**src/rtl/mmt_pkg.sv**
```systemverilog
package mmt_pkg;

   // Which of the two data registers is the current reload source or capture target
   typedef enum logic {
      SEL_R0 = 1'b0,
      SEL_R1 = 1'b1
   } alt_sel_e;

endpackage

```
**src/rtl/mmt_prescaler.sv**
```systemverilog
module mmt_prescaler #(
   parameter int PSC_W = 8
) (
   input  logic             clk,
   input  logic             rst_n,
   input  logic [PSC_W-1:0] div,
   input  logic             restart,
   output logic             tick
);

   logic [PSC_W-1:0] psc_q;

   assign tick = (psc_q == '0);

   always_ff @(posedge clk or negedge rst_n) begin
      if (!rst_n) begin
         psc_q <= '0;
      end else if (restart || tick) begin
         psc_q <= div;
      end else begin
         psc_q <= psc_q - 1'b1;
      end
   end

endmodule

```
**src/rtl/mmt_counter.sv**
```systemverilog
module mmt_counter #(
   parameter int CNT_W = 16
) (
   input  logic             clk,
   input  logic             rst_n,
   input  logic             tick,
   input  logic             clear,
   input  logic             dir_down,
   input  logic             free_run,
   input  logic [CNT_W-1:0] reload_val,
   input  logic [CNT_W-1:0] cmp_val,
   output logic [CNT_W-1:0] cnt_q,
   output logic [CNT_W-1:0] cnt_d,
   output logic             match_evt,
   output logic             reload_evt,
   output logic             end_pulse_q,
   output logic             match_pulse_q
);

   localparam logic [CNT_W-1:0] ALL_ONES = {CNT_W{1'b1}};

   logic [CNT_W-1:0] end_val;
   logic [CNT_W-1:0] clr_val;

   assign end_val    = dir_down ? '0 : ALL_ONES;
   assign clr_val    = dir_down ? ALL_ONES : '0;
   assign match_evt  = tick && (cnt_q == cmp_val);
   assign reload_evt = tick && !clear && !free_run && (cnt_q == end_val);

   always_comb begin
      if (clear) begin
         cnt_d = clr_val;
      end else if (reload_evt) begin
         cnt_d = reload_val;
      end else if (tick) begin
         cnt_d = dir_down ? cnt_q - 1'b1 : cnt_q + 1'b1;
      end else begin
         cnt_d = cnt_q;
      end
   end

   always_ff @(posedge clk or negedge rst_n) begin
      if (!rst_n) begin
         cnt_q         <= '0;
         end_pulse_q   <= 1'b0;
         match_pulse_q <= 1'b0;
      end else begin
         cnt_q         <= cnt_d;
         end_pulse_q   <= reload_evt;
         match_pulse_q <= match_evt;
      end
   end

endmodule

```
**src/rtl/mmt_datareg.sv**
```systemverilog
module mmt_datareg
   import mmt_pkg::*;
#(
   parameter int CNT_W  = 16,
   parameter int N_DATA = 2
) (
   input  logic             clk,
   input  logic             rst_n,
   input  logic             cap_in,
   input  logic             capture_mode,
   input  logic             bivalue,
   input  logic             monitor,
   input  logic             reload_evt,
   input  logic             wr_r0,
   input  logic             wr_r1,
   input  logic             wr_c0,
   input  logic [CNT_W-1:0] wr_data,
   input  logic [CNT_W-1:0] cnt_q,
   input  logic [CNT_W-1:0] cnt_d,
   output logic [CNT_W-1:0] r0_q,
   output logic [CNT_W-1:0] r1_q,
   output logic [CNT_W-1:0] c0_q,
   output logic [CNT_W-1:0] reload_val,
   output logic             cap_into_r0,
   output logic             cap_pulse_q
);

   alt_sel_e          sel_q;
   logic              cap_prev_q;
   logic              cap_take;
   logic [N_DATA-1:0] cap_dst;
   logic [N_DATA-1:0] wr_vec;
   logic [N_DATA-1:0] mon_vec;
   logic [CNT_W-1:0]  dval [N_DATA];

   assign cap_take   = capture_mode && cap_in && !cap_prev_q;
   assign cap_dst[0] = cap_take && (!bivalue || sel_q == SEL_R0);
   assign cap_dst[1] = cap_take && bivalue && (sel_q == SEL_R1);
   assign wr_vec     = {wr_r1, wr_r0};
   assign mon_vec    = {monitor, 1'b0};

   // One storage slot per data register; only the second one can shadow the count
   for (genvar gi = 0; gi < N_DATA; gi++) begin : g_data
      logic [CNT_W-1:0] q;
      always_ff @(posedge clk or negedge rst_n) begin
         if (!rst_n) begin
            q <= '0;
         end else if (cap_dst[gi]) begin
            q <= cnt_q;
         end else if (mon_vec[gi]) begin
            q <= cnt_d;
         end else if (wr_vec[gi]) begin
            q <= wr_data;
         end
      end
      assign dval[gi] = q;
   end

   assign r0_q        = dval[0];
   assign r1_q        = dval[1];
   assign reload_val  = (sel_q == SEL_R1) ? dval[1] : dval[0];
   assign cap_into_r0 = cap_dst[0];

   always_ff @(posedge clk or negedge rst_n) begin
      if (!rst_n) begin
         sel_q       <= SEL_R0;
         cap_prev_q  <= 1'b0;
         cap_pulse_q <= 1'b0;
         c0_q        <= '0;
      end else begin
         cap_prev_q  <= cap_in;
         cap_pulse_q <= cap_take;
         if (wr_c0) begin
            c0_q <= wr_data;
         end
         if (!bivalue) begin
            sel_q <= SEL_R0;
         end else if (cap_take || reload_evt) begin
            sel_q <= (sel_q == SEL_R0) ? SEL_R1 : SEL_R0;
         end
      end
   end

endmodule

```
**src/rtl/multimode_timer.sv**
```systemverilog
module multimode_timer #(
   parameter int CNT_W = 16,
   parameter int PSC_W = 8
) (
   input  logic             clk,
   input  logic             rst_n,
   input  logic             bivalue_en,
   input  logic             r0_capture,
   input  logic             r1_hold,
   input  logic             count_down,
   input  logic             clr_on_cap,
   input  logic             clr_on_cmp,
   input  logic [PSC_W-1:0] psc_div,
   input  logic             clear_req,
   input  logic             r0_wr,
   input  logic             r1_wr,
   input  logic             c0_wr,
   input  logic [CNT_W-1:0] wr_data,
   input  logic             cap_in,
   output logic [CNT_W-1:0] count,
   output logic [CNT_W-1:0] r0_val,
   output logic [CNT_W-1:0] r1_val,
   output logic             end_pulse,
   output logic             match_pulse,
   output logic             cap_pulse
);

   localparam int N_DATA = 2;

   if (CNT_W < 4) begin : g_bad_cnt_w
      $error("multimode_timer: CNT_W must be at least 4");
   end
   if (PSC_W < 1 || PSC_W > CNT_W) begin : g_bad_psc_w
      $error("multimode_timer: PSC_W must lie in 1..CNT_W");
   end

   logic             tick;
   logic             clear_all;
   logic             monitor;
   logic             match_evt;
   logic             reload_evt;
   logic             cap_into_r0;
   logic [CNT_W-1:0] cnt_d;
   logic [CNT_W-1:0] c0_q;
   logic [CNT_W-1:0] reload_val;

   assign monitor   = !bivalue_en && !r1_hold;
   assign clear_all = clear_req
                    || (clr_on_cmp && match_evt)
                    || (clr_on_cap && cap_into_r0);

   mmt_prescaler #(.PSC_W(PSC_W)) u_psc (
      .clk     (clk),
      .rst_n   (rst_n),
      .div     (psc_div),
      .restart (clear_all),
      .tick    (tick)
   );

   mmt_counter #(.CNT_W(CNT_W)) u_cnt (
      .clk           (clk),
      .rst_n         (rst_n),
      .tick          (tick),
      .clear         (clear_all),
      .dir_down      (count_down),
      .free_run      (r0_capture),
      .reload_val    (reload_val),
      .cmp_val       (c0_q),
      .cnt_q         (count),
      .cnt_d         (cnt_d),
      .match_evt     (match_evt),
      .reload_evt    (reload_evt),
      .end_pulse_q   (end_pulse),
      .match_pulse_q (match_pulse)
   );

   mmt_datareg #(.CNT_W(CNT_W), .N_DATA(N_DATA)) u_dreg (
      .clk          (clk),
      .rst_n        (rst_n),
      .cap_in       (cap_in),
      .capture_mode (r0_capture),
      .bivalue      (bivalue_en),
      .monitor      (monitor),
      .reload_evt   (reload_evt),
      .wr_r0        (r0_wr),
      .wr_r1        (r1_wr),
      .wr_c0        (c0_wr),
      .wr_data      (wr_data),
      .cnt_q        (count),
      .cnt_d        (cnt_d),
      .r0_q         (r0_val),
      .r1_q         (r1_val),
      .c0_q         (c0_q),
      .reload_val   (reload_val),
      .cap_into_r0  (cap_into_r0),
      .cap_pulse_q  (cap_pulse)
   );

endmodule

```
**config.mk**
```make
export PLATFORM = sky130hd
export DESIGN_NAME = multimode_timer
export DESIGN_NICKNAME = d
export VERILOG_FILES = /design/src/rtl/mmt_pkg.sv /design/src/rtl/mmt_prescaler.sv /design/src/rtl/mmt_counter.sv /design/src/rtl/mmt_datareg.sv /design/src/rtl/multimode_timer.sv
export SDC_FILE = /design/constraint.sdc
export NUM_CORES = 1
export LEC_CHECK = 0
export BUFFER_PORTS_ARGS = -buffer_cell sky130_fd_sc_hd__buf_2
export CAP_MARGIN = 5
export CORE_ASPECT_RATIO = 0.6
export CORE_MARGIN = 1
export CORE_UTILIZATION = 55
export DETAILED_ROUTE_END_ITERATION = 12
export GPL_TIMING_DRIVEN = 0
export PLACE_DENSITY = 0.74
export SETUP_SLACK_MARGIN = 0.15
export SYNTH_ARGS = -nofsm -noshare
export SYNTH_HDL_FRONTEND = slang
export SYNTH_SLANG_ARGS = --single-unit
```
**constraint.sdc**
```tcl
create_clock -name clk -period 3.42 [get_ports clk]
set_clock_uncertainty 0.2 [all_clocks]
set_input_delay 0.342 -clock clk [delete_from_list [all_inputs] [get_ports clk]]
set_output_delay 0.342 -clock clk [all_outputs]
set_load 0.02 [all_outputs]
```
==> results of run 1 <==
## flip-flops by register name, summed over array words and instances, names as in the netlist, 8 cells and up
signal,cells
u_dreg.r1_q,16
u_dreg.c0_q,16
u_cnt.cnt_q,16
u_dreg.r0_q,16
u_psc.psc_q,8
## cells by family after synthesis
group	count (synthesis)
muxes	67
xor gates and xnor gates	28
and+or+nand+nor	145
buffers and inverters	44
adders and majority gates	17
DFF	77
AOI/OAI and AO/OA	150
## routing by layer
| metal | GRT usage, % | vias to the layer above |
|---|---|---|
| met5 | 0 | - |
| met4 | 6.87 | 0 |
| met1 | 51.5 | 2362 |
| met2 | 47.2 | 263 |
| li1 | - | 2158 |
| met3 | 9.97 | 23 |
## stage by stage
step | utilization, % | setup slack [ns] | hold WS (ns) | area, um^2 | instances
2_1_floorplan | - | 0.649 | -0.154 | 5100 | 528
3_3_place_gp | 64.7 | 0.113 | 0.266 | 5660 | 724
3_5_place_dp | 65.0 | 0.0790 | 0.0260 | 5690 | 725
4_1_cts | 68.2 | 0.300 | 0.0167 | 5970 | 742
5_1_grt | 68.2 | 0.189 | 0.0242 | 5970 | 742
6_report | 68.2 | 0.244 | 0.0171 | 5970 | 742
## cells in the mapped netlist, drive strengths merged, types with 5 or more instances
cell type,n,area share (%)
a211oi,10,1.7
a21o,12,1.8
a21oi,24,2.4
a31oi,8,1.3
and2,6,0.74
buf,19,2.1
clkbuf,14,1.0
dfrtp,77,38
ha,16,3.9
inv,11,0.81
mux2,20,4.4
mux2i,46,9.0
nand2,51,3.8
nand3,13,1.4
nand4,9,1.2
nor2,23,1.8
nor3,16,1.9
o211ai,13,1.9
o21a,9,1.3
o21ai,41,4.2
o22ai,5,0.61
o31ai,7,1.5
xnor2,24,4.1
## tightest hold or removal path, stage by stage
cell and delay [ns]:
buf_2 0.08, nand2_1 0.04, o21ai_0 0.06
## power by group through the flow
| stage | Clock (W) | Combinational, W | Sequential [W] |
|---|---|---|---|
| floorplan | 0 | 0.000512 | 0.00122 |
| global placement | 0 | 0.000846 | 0.00116 |
| detailed placement | 0 | 0.000869 | 0.00116 |
| CTS | 0.000862 | 0.000879 | 0.00115 |
| global route | 0.000903 | 0.000960 | 0.00116 |
| finish | 0.000864 | 0.000891 | 0.00116 |
## worst paths after layout
path | start | endpoint | slack, ns | cells after the start
worst max-delay path | u_cnt.cnt_q[2] | u_dreg.r1_q[15] | 0.24 | 8
worst min-delay path | psc_div[2] | u_psc.psc_q[2] | 0.02 | 3
worst max register to register | u_cnt.cnt_q[2] | u_dreg.r1_q[15] | 0.24 | 8
worst min register to register | u_psc.psc_q[0] | u_psc.psc_q[0] | 0.32 | 1
max in group asynchronous | rst_n | u_dreg.r0_q[6] | 2.22 | 3
min in group asynchronous | rst_n | u_cnt.cnt_q[2] | 0.22 | 2
## layout by cell type (no fill, tap or decap), types with 3 or more instances in the layout
master / n
a211oi_1: 8
o22ai_1: 5
buf_1: 4
nor2_1: 21
mux2_2: 20
and2_1: 6
o21ai_0: 31
clkbuf_16: 9
a21oi_1: 23
o221a_2: 4
and3_1: 4
xor2_1: 4
mux2i_1: 46
or3_1: 4
nand3_1: 12
o31ai_1: 4
nor3_1: 14
ha_1: 16
a31oi_1: 7
nor2b_1: 4
xnor2_1: 24
buf_4: 5
o21ai_1: 8
o211ai_1: 13
nand2b_1: 3
a21o_1: 11
nand4_1: 8
clkbuf_1: 17
o21a_1: 9
buf_2: 93
dfrtp_1: 77
nand2_1: 51
inv_1: 11
## final cells by class
class | instances | area share, %
multi-input cells | 407 | 49.8
flip-flops and latches | 77 | 32.3
repair buffers | 87 | 7.88
clock buffers | 13 | 4.19
plain buffers | 33 | 2.66
well taps | 112 | 2.35
inverters | 11 | 0.692
clock inverters | 2 | 0.168
## what timing repair did
action                    in CTS  in global routing
hold buffers                   2                  0
setup buffers                  0                  0
hold endpoints to repair      17                  0
==> results.yml, run 1 <==
status:
  status: "finished, final reports clean"
synthesis:
  synthMuxAreaShare_pct: 13.9
  synth_compound_area_share_pct: 20.7
  yosysUniqueCellTypes: 67
  synthXorXnorAreaFrac_pct: 4.81
  yosysWarnings: 0
  synth-async-reset-ratio_pct: 100
  synth_cells: 528
  synth_seq_area_share_pct: 37.8
  synth.ff_latch_count: 77
  netlist_area_um2: 5100
  synth_edf_count: 0
  synth_nets: 582
  avgSynthCellArea_um2: 9.66
  synth_top_family_by_area: "compound AO/OA/AOI/OAI gates"
  synth-adder-area-share_pct: 4.32
  ys_dominant_reg_cell: "dfrtp_1"
  synth-simple-area-share_pct: 14.5
detailed_routing:
  via_per_inst: 6.48
  wl_um: 15900
  antenna_left: 0
  met2_length_um: 6500
  drt_pass1_iterations: 5
  drt_iter0_drc: 580
  wl_per_cell_um: 21.4
  routed.top_layer: "met4"
  met3WireLength_um: 1710
  wl_met1_um: 7450
  vias: 4806
  drc_errors: 0
sta:
  final.min_clock_period_ns: 3.18
  fin_setup_tns_ns: 0
  setup_viol: 0
  rsz0062_at_grt: "no"
  drv_slew: 0
  hold_viol_final: 0
  fmax_ghz: 0.315
  fin_crit_sh_pct: 92.9
  tightestPinTransition_ns: 0.797
  slew_headroom_pct: 46.9
power_and_ir_drop:
  p_leak_nw: 2.65
  seqPwrFrac_pct: 39.7
  power.share.combinational_pct: 30.6
  powerDensity_nw_per_um2: 488
  clock_power_share_pct: 29.7
  p_sw_share_pct: 35.3
  ir_worst_vdd_v: 0.000298
  internal_power_w: 0.00188
  p_sw_w: 0.00103
  total_power_w: 0.00291
floorplanning:
  initial_core_util_pct: 58.3
  die_area_um2: 9670
  row_count: 26
  die_h_um: 76.6
  ioPinCount: 88
  chipWidth_um: 126
  core-area_um2: 8750
final_layout:
  ff_latch_area_um2: 1930
  multi_input_comb_area_um2: 2970
  finalNetCount: 680
  antenna_cells: 0
  syn_to_final_growth_pct: 17.1
  drive_gt1_share_pct: 24.8
  fillCellCount: 691
setup_path:
  crit_family: "compound AO/OA/AOI/OAI gates"
  crit_type: "register to register"
  arrival_ns: 3.17
  critPathLaunchType: "register"
  cp_slowest_cell: "mux4_2"
  max_stage_delay_ns: 0.55
  cp-end-kind: "register"
  cp_num_buf_inv: 0
  cp.required_ns: 3.42
  cp_max_fo: 6
  path_cells: "ha_1, and3_1, a211oi_2, a21oi_1, o31ai_2, mux4_2, o21ai_2, a21oi_2"
grt:
  grt-ovfl-total: 0
  grt_max_degree: 62
  grt_pass1_vias: 4379
  antenna_found_initial: 0
  track_usage_pct: 33.9
  grt_pass1_wl_um: 24600
cts:
  cts_buffers: 9
  cts.repair.resized: 0
  clock_latency_ns: 0.33
  cts_tree: "done"
  cts_max_path_buffers: 2
  path_clk_slew_ns: 0.06
  cts_root_buffer: "clkbuf_16"
  ctsHtreeMaxLevel: 3
  cts.sinks: 77
run:
  maxCapViolCount: 0
place:
  post-dp-hpwl_um: 12300
  gp_congestion: 0.915
  port_buffers: 84
min_path:
  hold_class: "input pin to register"
(Power assumes the default switching activity.)
==> run 2: changes to the inputs <==
--- a/config.mk
+++ b/config.mk
@@ -12,6 +12,7 @@
 export CORE_UTILIZATION = 55
 export DETAILED_ROUTE_END_ITERATION = 12
 export GPL_TIMING_DRIVEN = 0
+export MAX_ROUTING_LAYER = met4
 export PLACE_DENSITY = 0.74
 export SETUP_SLACK_MARGIN = 0.15
 export SYNTH_ARGS = -nofsm -noshare
==> run 2 against run 1 <==
Cell area rose by 0.42%. Sequential share of layout area fell by 0.13 points. Routed wire length rose by 3.0%. Worst hold slack got worse by 0.0077 ns. Final cell count is 0.13% higher. Clock-buffer cell count down 3. Via count increased by 0.48%. Total power increased by 1.3%. Sequential power is essentially flat. Flip-flop and latch count unchanged. Global-route usage rose by 2.4 points. Clock power rose by 3.1%.
==> results.yml, run 2 (synthesized netlist as in run 1, its figures left out) <==
sta:
  rsz0062_at_grt: "no"
  hold_viol_final: 0
  drv_slew: 0
  slew_headroom_pct: 45.7
  setup_viol: 0
  tightestPinTransition_ns: 0.811
  postLayoutSetupSlackWorst_ns: 0.217
  final.min_clock_period_ns: 3.20
  fin_crit_sh_pct: 93.7
  fmax_ghz: 0.312
  fin_setup_tns_ns: 0
place:
  port_buffers: 84
  dp_slack_ns: 0.0240
  post-dp-hpwl_um: 12700
  gp_congestion: 0.937
setup_path:
  cp-end-kind: "register"
  crit_type: "register to register"
  critPathLaunchType: "register"
  cp_max_fo: 6
  arrival_ns: 3.19
  cp.required_ns: 3.41
detailed_routing:
  routed.top_layer: "met4"
  drt_pass1_iterations: 5
  vias: 4829
  met2_length_um: 6800
  wl_per_cell_um: 22.0
  wl_um: 16300
  wl_met1_um: 7410
  drc_errors: 0
  met3WireLength_um: 1850
  drt_iter0_drc: 541
  antenna_left: 0
  via_per_inst: 6.50
cts:
  cts_root_buffer: "clkbuf_16"
  cts.sinks: 77
  post_cts_buffers: 0
  clock_latency_ns: 0.34
  cts_max_path_buffers: 2
  cts_tree: "done"
  path_clk_slew_ns: 0.06
  cts_buffers: 9
  ctsHtreeMaxLevel: 3
floorplanning:
  ioPinCount: 88
  row_count: 26
  die_area_um2: 9670
  die_h_um: 76.6
  initial_core_util_pct: 58.3
  chipWidth_um: 126
  core-area_um2: 8750
status:
  status: "finished, final reports clean"
final_layout:
  multi_input_comb_area_um2: 2980
  ff_latch_area_um2: 1930
  final_common_cell: "buf_2"
  finalNetCount: 680
  syn_to_final_growth_pct: 17.6
  fillCellCount: 696
  drive_gt1_share_pct: 25.4
  antenna_cells: 0
  final_cell_mix: "93 x buf_2, 77 x dfrtp_1, 51 x nand2_1"
run:
  maxCapViolCount: 0
grt:
  grt_max_degree: 62
  antenna_found_initial: 0
  grt_pass1_vias: 4649
  track_usage_pct: 36.3
  grt-ovfl-total: 0
  grt_pass1_wl_um: 25500
power_and_ir_drop:
  powerDensity_nw_per_um2: 492
  seqPwrFrac_pct: 39.3
  p_sw_w: 0.00106
  power.share.combinational_pct: 30.5
  clock_power_share_pct: 30.2
  internal_power_w: 0.00189
  ir_worst_vdd_v: 0.000308
  p_leak_nw: 2.66
  p_sw_share_pct: 36.0
min_path:
  hold_class: "input pin to register"
## run 2: worst paths after layout
check	cells after the start	startpoint	slack, ns	to
worst max-delay path	8	u_cnt.cnt_q[2]	0.22	u_dreg.r1_q[15]
worst min-delay path	3	psc_div[4]	0.009	u_psc.psc_q[4]
worst max register to register	8	u_cnt.cnt_q[2]	0.22	u_dreg.r1_q[15]
worst min register to register	1	u_psc.psc_q[0]	0.32	u_psc.psc_q[0]
max in group asynchronous	3	rst_n	2.22	u_dreg.r1_q[9]
min in group asynchronous	2	rst_n	0.21	u_cnt.cnt_q[2]
## run 2: worst max-delay path, cell delays in order (launching register included)
cell and delay [ns]:
dfrtp_1 0.49, ha_1 0.40, and3_1 0.25, a211oi_4 0.33, a21oi_1 0.18, o31ai_2 0.40
mux4_2 0.56, o21ai_2 0.17, a21oi_2 0.07
## run 2: power by group through the flow
stage	logic (W)	registers (W)	clock network, W
2_1_floorplan	0.000512	0.00122	0
3_3_place_gp	0.000847	0.00116	0
3_5_place_dp	0.000873	0.00117	0
4_1_cts	0.000881	0.00115	0.000892
5_1_grt	0.000971	0.00117	0.000931
6_report	0.000900	0.00116	0.000891
## run 2: repair_timing
item	4_1_cts	5_1_grt
resized for setup	0	1
setup endpoints to repair	0	2
endpoints found under the hold margin	17	0
hold buffers	2	0
## run 2: layout make-up
cell class,count,share of cell area [%]
repair buffers,87,7.85
flip-flops and latches,77,32.1
multi-input cells,407,49.7
well taps,112,2.34
clock buffers,10,3.99
clock inverters,6,0.647
plain buffers,33,2.65
inverters,11,0.689
## run 2: routing by layer
metal / up-vias / track usage, %
met4: 0 / 11.2
met1: 2348 / 52.0
met3: 31 / 8.50
met5: - / -
met2: 291 / 50.5
li1: 2159 / -
## run 2: stage by stage
step,cells,utilization (%),area (um^2),total power (W),hold slack (ns)
final,743,68.5,6000,0.00295,0.00947
after global placement,724,64.7,5660,0.00200,0.265
after detailed placement,725,65.0,5690,0.00204,0.0262
after floorplan,528,-,5100,0.00173,-0.154
after global routing,743,68.5,6000,0.00307,0.0312
after CTS,743,68.4,5990,0.00293,0.00158
==> run 3: changes to the inputs <==
--- a/config.mk
+++ b/config.mk
@@ -7,7 +7,7 @@
 export LEC_CHECK = 0
 export BUFFER_PORTS_ARGS = -buffer_cell sky130_fd_sc_hd__buf_2
 export CAP_MARGIN = 5
-export CORE_ASPECT_RATIO = 0.6
+export CORE_ASPECT_RATIO = 1.1
 export CORE_MARGIN = 1
 export CORE_UTILIZATION = 55
 export DETAILED_ROUTE_END_ITERATION = 12
==> run 3 against run 2 <==
Via count shrank 2.8%. Critical endpoint unchanged. Non-clock buffer count grew 3. Sequential share of layout area grew 0.29 points. First-iteration DRC count shrank 38%. Largest power group unchanged. Worst hold slack lost 0.0020 ns. Setup slack gained 0.17 ns. Flip-flop and latch count is the same.
==> results.yml, run 3 (synthesized netlist as in run 1, its figures left out) <==
sta:
  fmax_ghz: 0.330
  fin_setup_tns_ns: 0
  setup_viol: 0
  hold_viol_final: 0
  postLayoutSetupSlackWorst_ns: 0.387
  drv_slew: 0
  fin_crit_sh_pct: 88.7
  tightestPinTransition_ns: 0.769
  slew_headroom_pct: 48.6
  final.min_clock_period_ns: 3.03
  rsz0062_at_grt: "no"
setup_path:
  crit_cells: 8
  crit_family: "compound AO/OA/AOI/OAI gates"
  ff2ff_setup_slack_ns: 0.39
  max_stage_delay_ns: 0.57
  cp_slowest_cell: "mux4_2"
  r2r_cells: 8
  arrival_ns: 3.05
  cp_num_buf_inv: 0
  cp_max_fo: 6
  cp-end-kind: "register"
  critPathLaunchType: "register"
  cp.required_ns: 3.43
  crit_type: "register to register"
  path_cells: "ha_1, and3_1, a211oi_2, a21oi_1, o31ai_2, mux4_2, o21ai_2, a21oi_2"
cts:
  path_clk_slew_ns: 0.09
  cts_root_buffer: "clkbuf_8"
  ctsHtreeMaxLevel: 3
  clock_latency_ns: 0.35
  cts.repair.resized: 0
  cts_tree: "done"
  cts.sinks: 77
  cts_max_path_buffers: 2
  cts_buffers: 9
final_layout:
  final_common_cell: "buf_2"
  fillCellCount: 733
  antenna_cells: 0
  stdcell_count: 748
  syn_to_final_growth_pct: 16.5
  finalNetCount: 683
  postLayoutCellArea_um2: 5940
  final_cell_mix: "93 x buf_2, 77 x dfrtp_1, 51 x nand2_1"
  drive_gt1_share_pct: 25.1
floorplanning:
  die_h_um: 103
  ioPinCount: 88
  die_area_um2: 9660
  row_count: 36
  initial_core_util_pct: 57.2
  core-area_um2: 8920
  chipWidth_um: 93.8
grt:
  top_usage_layer: "met2"
  use_met1_pct: 43.8
  grtUsageMet3_pct: 5.24
  grt_pass1_vias: 4464
  antenna_found_initial: 0
  grtUsageMet2_pct: 51.9
  grt-ovfl-total: 0
  grt_max_degree: 73
  grt_pass1_wl_um: 23200
  track_usage_pct: 33.2
detailed_routing:
  drt_pass1_iterations: 5
  via_per_inst: 6.27
  drc_errors: 0
  drt_iter0_drc: 338
  wl_per_cell_um: 20.3
  vias: 4692
  antenna_left: 0
  wl_um: 15200
place:
  port_buffers: 84
  post-dp-hpwl_um: 11600
  gp_congestion: 0.947
  placed_area_um2: 5690
  dp_slack_ns: 0.178
  dp_cells: 727
status:
  status: "finished, final reports clean"
power_and_ir_drop:
  powerDensity_nw_per_um2: 460
  ir_worst_vdd_v: 0.000252
  total_power_w: 0.00273
  p_leak_nw: 2.63
min_path:
  min_path_cells: 3
  hold_class: "input pin to register"
run:
  maxCapViolCount: 0
## run 3: power by group
group / leakage, nW / internal, W / switching (W)
Combinational: 1.62 / 0.000361 / 0.000514
Sequential: 0.912 / 0.00102 / 0.000137
Clock: 0.0931 / 0.000343 / 0.000363
## run 3: routing by layer
metal  vias to the layer above  wire length [um]
met5                         -                 0
met4                         0               447
met3                        37              1150
met2                       247              7100
met1                      2252              6470
li1                       2156                 -
## run 3: stage by stage
step	hold slack, ns	utilization [%]
finish	0.00744	66.6
global route	0.0120	66.6
CTS	0.00266	66.6
detailed placement	-0.0358	63.8
global placement	0.266	63.5
floorplan	-0.154	-
## run 3: repair_timing
action,CTS,global route
endpoints found under the hold margin,81,0
hold buffers,5,0
setup buffers,0,0
## run 3: area by class of cell
type | instances | area (um^2) | share of cell area (%)
well taps | 114 | 143 | 2.40
plain buffers | 33 | 159 | 2.67
repair buffers | 90 | 500 | 8.42
clock inverters | 6 | 71.3 | 1.20
flip-flops and latches | 77 | 1930 | 32.4
clock buffers | 10 | 128 | 2.15
multi-input cells | 407 | 2970 | 50.0
inverters | 11 | 41.3 | 0.695
## run 3: worst reg2reg max path: stages, from the launching register on
cell      delay [ns]
dfrtp_1         0.50
ha_1            0.41
and3_1          0.22
a211oi_2        0.32
a21oi_1         0.14
o31ai_2         0.29
mux4_2          0.57
o21ai_2         0.17
a21oi_2         0.06
## run 3: final timing paths
check                                from               to
max                        u_cnt.cnt_q[3]  u_dreg.r1_q[15]
min                            psc_div[6]   u_psc.psc_q[6]
max reg2reg                u_cnt.cnt_q[3]  u_dreg.r1_q[15]
min reg2reg                u_psc.psc_q[0]   u_psc.psc_q[0]
max in group asynchronous           rst_n  u_cnt.cnt_q[11]
min in group asynchronous           rst_n   u_cnt.cnt_q[3]
